`src/rtl/rch_pkg.sv`:
```
// Shared types for the recursive call header.
package rch_pkg;
    // Control states, in call order.
    typedef enum logic [2:0] {
        ST_IDLE = 3'd0,   // waiting for a caller request
        ST_PREP = 3'd1,   // argument register just loaded
        ST_FIRE = 3'd2,   // start pulse to the body
        ST_BUSY = 3'd3,   // body running, waiting for completion
        ST_EVAL = 3'd4,   // completion latched, decide return or repeat
        ST_DONE = 3'd5    // result presented, waiting for request release
    } rch_state_e;
endpackage

```
`src/rtl/rch_ctrl.sv`:
```
// Handshake controller of the call header.
// Walks a call through load, start, wait and evaluate. It loops back to load
// when the latched recursion flag is set, and holds ready until the caller lets go.
// Assumes body_done arrives only after a start pulse. A strobe at any other time is dropped.
module rch_ctrl
    import rch_pkg::*;
(
    input  logic       clk,
    input  logic       rst_n,
    input  logic       call_trg,
    input  logic       body_done,
    input  logic       again_q,
    output logic       ld_call,
    output logic       cap_ret,
    output logic       ld_fb,
    output logic       ld_res,
    output logic       go_o,
    output logic       rdy_o
);
    rch_state_e state_q, state_d;

    // Next-state choice.
    always_comb begin
        state_d = state_q;
        unique case (state_q)
            ST_IDLE: if (call_trg)  state_d = ST_PREP;
            ST_PREP:                state_d = ST_FIRE;
            ST_FIRE:                state_d = ST_BUSY;
            ST_BUSY: if (body_done) state_d = ST_EVAL;
            ST_EVAL:                state_d = again_q ? ST_PREP : ST_DONE;
            ST_DONE: if (!call_trg) state_d = ST_IDLE;
            default:                state_d = ST_IDLE;
        endcase
    end

    // State register with synchronous reset.
    always_ff @(posedge clk) begin
        if (!rst_n) state_q <= ST_IDLE;
        else        state_q <= state_d;
    end

    // Register load strobes and handshake outputs decoded from the state.
    always_comb begin
        ld_call = (state_q == ST_IDLE) && call_trg;
        cap_ret = (state_q == ST_BUSY) && body_done;
        ld_fb   = (state_q == ST_EVAL) && again_q;
        ld_res  = (state_q == ST_EVAL) && !again_q;
        go_o    = (state_q == ST_FIRE);
        rdy_o   = (state_q == ST_DONE);
    end

    // the start pulse lasts one cycle.
    p_go_single_r2: assert property (@(posedge clk) disable iff (!rst_n)
        go_o |=> !go_o);
    // the start pulse follows the argument load by one cycle.
    p_go_after_load_r2: assert property (@(posedge clk) disable iff (!rst_n)
        go_o |-> $past(state_q) == ST_PREP);
    // a recursion pass never raises ready.
    p_no_rdy_on_repeat_r4: assert property (@(posedge clk) disable iff (!rst_n)
        (state_q == ST_EVAL && again_q) |=> !rdy_o);
    // ready is held while the request is held.
    p_rdy_hold_r7: assert property (@(posedge clk) disable iff (!rst_n)
        (rdy_o && call_trg) |=> (rdy_o && !go_o));
    // ready drops once the request is released.
    p_rdy_release_r7: assert property (@(posedge clk) disable iff (!rst_n)
        (rdy_o && !call_trg) |=> !rdy_o);
endmodule

```
`src/rtl/rch_regs.sv`:
```
// Data registers of the call header: argument, latched return value,
// latched recursion flag and published result.
// The argument register takes either the caller's argument or the looped-back
// return value. The controller never asserts both loads in one cycle.
module rch_regs #(
    parameter int DATA_W = 8
) (
    input  logic              clk,
    input  logic              rst_n,
    input  logic              ld_call,
    input  logic              cap_ret,
    input  logic              ld_fb,
    input  logic              ld_res,
    input  logic [DATA_W-1:0] call_arg,
    input  logic [DATA_W-1:0] body_ret,
    input  logic              body_again,
    output logic [DATA_W-1:0] arg_q,
    output logic              again_q,
    output logic [DATA_W-1:0] res_q
);
    logic [DATA_W-1:0] ret_q;

    // Argument register: caller value on a new call, return value on recursion.
    always_ff @(posedge clk) begin
        if (!rst_n)       arg_q <= '0;
        else if (ld_call) arg_q <= call_arg;
        else if (ld_fb)   arg_q <= ret_q;
    end

    // Capture of return value and recursion flag at body completion.
    always_ff @(posedge clk) begin
        if (!rst_n) begin
            ret_q   <= '0;
            again_q <= 1'b0;
        end else if (cap_ret) begin
            ret_q   <= body_ret;
            again_q <= body_again;
        end
    end

    // Result register toward the caller.
    always_ff @(posedge clk) begin
        if (!rst_n)      res_q <= '0;
        else if (ld_res) res_q <= ret_q;
    end

    // the argument register changes only on a load strobe.
    p_arg_hold_r6: assert property (@(posedge clk) disable iff (!rst_n)
        !(ld_call || ld_fb) |=> $stable(arg_q));
    // a new call and a loop-back never coincide.
    p_single_load_r6: assert property (@(posedge clk) disable iff (!rst_n)
        !(ld_call && ld_fb));
    // the recursion flag changes only at completion capture.
    p_flag_hold_r5: assert property (@(posedge clk) disable iff (!rst_n)
        !cap_ret |=> $stable(again_q));
    // the result changes only when a non-recursive return is published.
    p_res_hold_r8: assert property (@(posedge clk) disable iff (!rst_n)
        !ld_res |=> $stable(res_q));
endmodule

```
`src/rtl/rec_call_header.sv`:
```
// Stackless recursive call header: top level.
// Joins the handshake controller and the data registers. The body is external.
// Assumes the body holds body_ret and body_again valid in the cycle body_done is high.
module rec_call_header #(
    parameter int DATA_W = 8
) (
    input  logic              clk,
    input  logic              rst_n,
    input  logic              call_trg,
    input  logic [DATA_W-1:0] call_arg,
    output logic              call_rdy,
    output logic [DATA_W-1:0] call_res,
    output logic [DATA_W-1:0] body_arg,
    output logic              body_go,
    input  logic [DATA_W-1:0] body_ret,
    input  logic              body_again,
    input  logic              body_done
);
    logic ld_call, cap_ret, ld_fb, ld_res, again_q;

    // Sequencing of a call and its recursive passes.
    rch_ctrl u_ctrl (
        .clk       (clk),
        .rst_n     (rst_n),
        .call_trg  (call_trg),
        .body_done (body_done),
        .again_q   (again_q),
        .ld_call   (ld_call),
        .cap_ret   (cap_ret),
        .ld_fb     (ld_fb),
        .ld_res    (ld_res),
        .go_o      (body_go),
        .rdy_o     (call_rdy)
    );

    // Argument, return and result storage.
    rch_regs #(.DATA_W(DATA_W)) u_regs (
        .clk        (clk),
        .rst_n      (rst_n),
        .ld_call    (ld_call),
        .cap_ret    (cap_ret),
        .ld_fb      (ld_fb),
        .ld_res     (ld_res),
        .call_arg   (call_arg),
        .body_ret   (body_ret),
        .body_again (body_again),
        .arg_q      (body_arg),
        .again_q    (again_q),
        .res_q      (call_res)
    );

    // ready never coincides with a body start.
    p_rdy_no_go_r3: assert property (@(posedge clk) disable iff (!rst_n)
        call_rdy |-> !body_go);
endmodule

```
`config.mk`:
```
export PLATFORM = sky130hd
export DESIGN_NAME = rec_call_header
export DESIGN_NICKNAME = d
export VERILOG_FILES = /design/src/rtl/rch_pkg.sv /design/src/rtl/rch_ctrl.sv /design/src/rtl/rch_regs.sv /design/src/rtl/rec_call_header.sv
export SDC_FILE = /design/constraint.sdc
export NUM_CORES = 1
export LEC_CHECK = 0
export BUFFER_PORTS_ARGS = -buffer_cell sky130_fd_sc_hd__buf_2
export CORE_MARGIN = 1
export CORE_UTILIZATION = 53
export DETAILED_ROUTE_END_ITERATION = 6
export PLACE_DENSITY_LB_ADDON = 0.15
export SLEW_MARGIN = 20
export SYNTH_ARGS = -nofsm -noshare
export SYNTH_HDL_FRONTEND = slang
export SYNTH_SLANG_ARGS = --single-unit
```
`constraint.sdc`:
```
create_clock -name clk -period 2.6 [get_ports clk]
set_input_delay 0.65 -clock clk [delete_from_list [all_inputs] [get_ports clk]]
set_output_delay 0.65 -clock clk [all_outputs]
set_load 0.02 [all_outputs]
```
---- After elaboration in Yosys (flattened, before gate mapping) ----
Cells that the tools add are included.
operators by class
  reduce and logical (&&, ||, !) cells .... 8
  muxes and demuxes ....................... 7
  equal/unequal tests ..................... 8
operators with widths
  operator              count
  $pmux W3 S6           1
  $mux W8               2
  $mux W3               4
  $eq A3 B2 Y1 const B  2
  $eq A3 B3 Y1 const B  2
  $ne A2 B2 Y1 const B  3
  $logic_and A1 B1 Y1   4
  $eq A3 B1 Y1 const B  1
  $logic_not A3 Y1      1
  $reduce_and A3 Y1     1
  $reduce_bool A2 Y1    1
  $logic_not A1 Y1      1
storage, ports and cells
  output and inout bits ................... 18
  input bits .............................. 21
  flip-flop bits (word level) ............. 28

---- Logic depth before layout (Yosys ltp) ----
  depth in word-level cells ............... 4
  depth in mapped cells ................... 6
  gate-level depth less buffers ........... 3

---- By module ----
From an unflattened synthesis, not the netlist that was laid out.
unflattened totals
  cell total of the unflattened synthesis .. 116
  area, all modules ....................... 1288.7 um^2
by module, submodules not included
  module    instances  cells each  area each (um^2)  sequential area each (um^2)
  rch_regs  1          89          1071.0            500.5
  rch_ctrl  1          27          217.7             60.1

---- Least setup slack after synthesis ----
No wires, ideal clock.
  path kind ............................... register to output
  start ................................... register u_ctrl.state_q[0]
  end ..................................... output call_rdy
  setup slack ............................. 834 ps
  arrival time ............................ 1116 ps
  cell stages (with the launch flop) ...... 3
  path buffers ............................ 1
  cells stage by stage .................... dfxtp_1 > buf_2 > nor3b_1
between the ends
  longest elaborated chain between the ends .. 1
ends and longest elaborated chain
  item                      line                   text
  start: declaration        rch_ctrl.sv:20         rch_state_e state_q, state_d;
  start signal: assignment  rch_ctrl.sv:39         else state_q <= state_d;
  $eq A3 B3 Y1              rch_ctrl.sv:49         rdy_o = (state_q == ST_DONE);
  end: declaration          rec_call_header.sv:11  output logic call_rdy,
Every way passes these cells.

---- Worst setup path in the final report ----
  start ................................... register u_ctrl.state_q[1]
  end ..................................... output body_go
between the ends
  longest elaborated chain between the ends .. 1
ends and longest elaborated chain
  item              line                   text
  $eq A3 B2 Y1      rch_ctrl.sv:48         go_o = (state_q == ST_FIRE);
  end: declaration  rec_call_header.sv:14  output logic body_go,
Every way passes these cells.

==> flow_metrics.py <==
metrics = {
    "clock_tree": {
        "cts_setup_buffers": 0,
        "ctsRootBufferMaster": "clkbuf_4",
        "cts_buffers": 3,
        "cts_tree": "yes",
        "ctsResizeCount": 0,
        "h-tree-depth": 1,
        "clockBufferDepth": 2,
        "path_clk_slew_ns": 0.15,
        "clk_latency_ns": 0.32,
        "postCtsHoldBufs": 0,
        "cts_sinks": 28,
    },
    "logic_synthesis": {
        "synthCells": 138,
        "synth_top_cells_by_count": "35 x nand2_1, 28 x dfxtp_1, 17 x a21boi_0",
        "synth-edff-count": 0,
        "yosys.area.top_type": "dfxtp_1",
        "synth_area_leaders": "dfxtp_1 46%, nand2_1 11%, a21boi_0 10%",
        "post_synth_instance_area_um2": 1220,
        "post-synth-top-count-cell": "nand2_1",
        "synth-seq-cells": 28,
        "ys.flop_type": "dfxtp_1",
        "avgSynthCellArea_um2": 8.86,
        "synthArstFlopShare_pct": 0,
        "yosysSeqAreaShare_pct": 45.9,
        "synth_cell_types": 29,
        "syn_nets": 159,
        "yosysWarningCount": 0,
        "yosys.area.top_type_share_pct": 45.9,
    },
    "power_and_ir_drop": {
        "p_leak_nw": 0.564,
        "vdd_drop_max_v": 0.000458,
        "power_density_nw_per_um2": 680,
    },
    "routing": {
        "antenna_left": 0,
        "routedWlPerCell_um": 12.2,
        "drtPass1Iterations": 4,
        "drc_errors": 0,
        "wl_um": 2410,
        "drt_iter0_drc": 19,
        "vias_per_cell": 5.38,
        "via_count": 1059,
    },
    "status": {
        "status": "completed",
    },
    "place": {
        "place.gp.congestion": 0.733,
        "port_buffers": 38,
        "dp_hpwl_um": 1750,
        "pre_cts_slack_ns": 0.690,
    },
    "finish": {
        "drive_gt1_share_pct": 27.2,
        "fin_nets": 191,
        "multiInputGateArea_um2": 597,
        "syn2layout_area_growth_pct": 17.7,
        "diodes": 0,
        "nFillCells": 198,
        "seq_area_um2": 561,
    },
    "setup_path": {
        "r2r_start": "u_ctrl.state_q[0]",
        "worstSetupPathType": "reg2out",
        "reg2regPathDepth": 3,
        "cp_max_fo": 15,
        "path_buf_inv": 1,
        "end_kind": "output port",
        "cp_cell_sequence": "nand2b_1, nor2_1, buf_2",
        "cp.arrival_ns": 1.41,
        "regToRegSetupSlack_ns": 0.88,
        "required_ns": 1.95,
        "cpLargestDelayFamily": "flip-flops",
        "worstReg2RegEnd": "u_regs.arg_q[2]",
        "cpMaxStageDelayCell": "dfxtp_1",
        "slowest_delay_ns": 0.65,
        "critPathLaunchType": "flop",
    },
    "min_path": {
        "min_from": "u_regs.res_q[1]",
        "hold_depth": 2,
        "holdPathEnd": "u_regs.res_q[1]",
        "hp-class": "reg2reg",
    },
    "grt": {
        "grt_first_pass_wirelength_um": 4000,
        "grt_pass1_vias": 906,
        "grt.total_usage_pct": 21.2,
        "grt_max_degree": 29,
        "overflow": 0,
        "antenna_found_initial": 0,
    },
    "die": {
        "initial_core_util_pct": 55.8,
        "die_w_um": 50.0,
        "die_area_um2": 2500,
        "core_um2": 2190,
        "floorplan.rows": 17,
        "dieHeight_um": 50.0,
        "num_io_pins": 39,
    },
    "timing": {
        "grt_setup_unrepaired": "no",
        "max_freq_ghz": 0.485,
        "fin_skew_ns": 0.00783,
        "finalCritPeriodShare_pct": 79.2,
        "worst_slack_ns": 0.540,
        "tns_ns": 0,
        "period_minus_slack_ns": 2.06,
        "final-hold-violation-count": 0,
        "relSlewSlack_pct": 52.1,
        "worst_pin_slew_ns": 0.717,
        "setup_viol_count_final": 0,
        "finalMaxSlewViolations": 0,
    },
    "job": {
        "maxCapViolations": 0,
    },
}
==> worst max path at each step <==
stage	from	end	slack, ns	cells after the start
2_1_floorplan	u_ctrl.state_q[0]	call_rdy	0.83	2
6_report	u_ctrl.state_q[1]	body_go	0.54	3
3_5_place_dp	call_trg	u_regs.arg_q[2]	0.69	4
3_3_place_gp	call_trg	u_regs.arg_q[3]	0.74	4
4_1_cts	u_ctrl.state_q[1]	body_go	0.55	3
5_1_grt	u_ctrl.state_q[0]	call_rdy	0.44	2
==> logic make-up (layout without fill, tap and decap cells) <==
family | count (synthesis) | after routing | synth area share, %
buffers and inverters | 12 | 43 | 5.32
DFF | 28 | 28 | 45.9
and+or+nand+nor | 48 | 48 | 19.3
AOI/OAI and AO/OA | 41 | 41 | 22.0
muxes | 9 | 9 | 7.47
==> worst min-delay path: stages (launching register included) <==
cell and delay (ns):
dfxtp_1 0.34, nand2_1 0.04, a21boi_0 0.06
==> layout by cell type (no fill, tap or decap), types with 2 or more instances in the layout <==
master	instances
a21oi_1	9
o21ai_0	7
dfxtp_1	28
nor2_1	3
o211ai_1	2
buf_2	38
clkbuf_4	3
mux2i_1	8
or4b_1	2
nand2_1	35
a21boi_0	17
==> routing by layer <==
layer | GRT usage, % | part of all wire [%] | up-vias
met3 | 2.78 | 4.0 | 4
met2 | 30.9 | 44 | 26
li1 | - | - | 545
met5 | 0 | 0 | -
met4 | 10.0 | 1.9 | 0
met1 | 30.2 | 50 | 484
==> stage by stage <==
step	cells	total power [mW]	cell area, um^2	utilization [%]	hold slack, ns
floorplan	138	0.666	1220	-	0.454
global placement	193	0.702	1390	63.3	0.448
global route	197	1.03	1440	65.7	0.516
CTS	197	0.986	1440	65.7	0.476
finish	197	0.979	1440	65.7	0.471
detailed placement	193	0.710	1390	63.3	0.456
==> final cells by class <==
cell class	count	share of cell area [%]
Clock inverter	1	2.09
Timing Repair Buffer	38	13.2
Inverter	1	0.261
Multi-Input combinational cell	98	41.5
Clock buffer	3	1.57
Tap cell	28	2.43
Sequential cell	28	39.0
==> report_power, final <==
group          internal, mW  switching, mW
Sequential            0.464         0.0441
Clock                 0.156          0.123
Combinational        0.0803          0.112
Total                 0.700          0.279
==> registers in the layout (all words and copies together), names as in the netlist <==
| name | cells |
|---|---|
| u_ctrl.state_q | 3 |
| u_regs.res_q | 8 |
| u_regs.ret_q | 8 |
| u_regs.again_q | 1 |
| u_regs.arg_q | 8 |
Power figures use the tool's default switching activity.
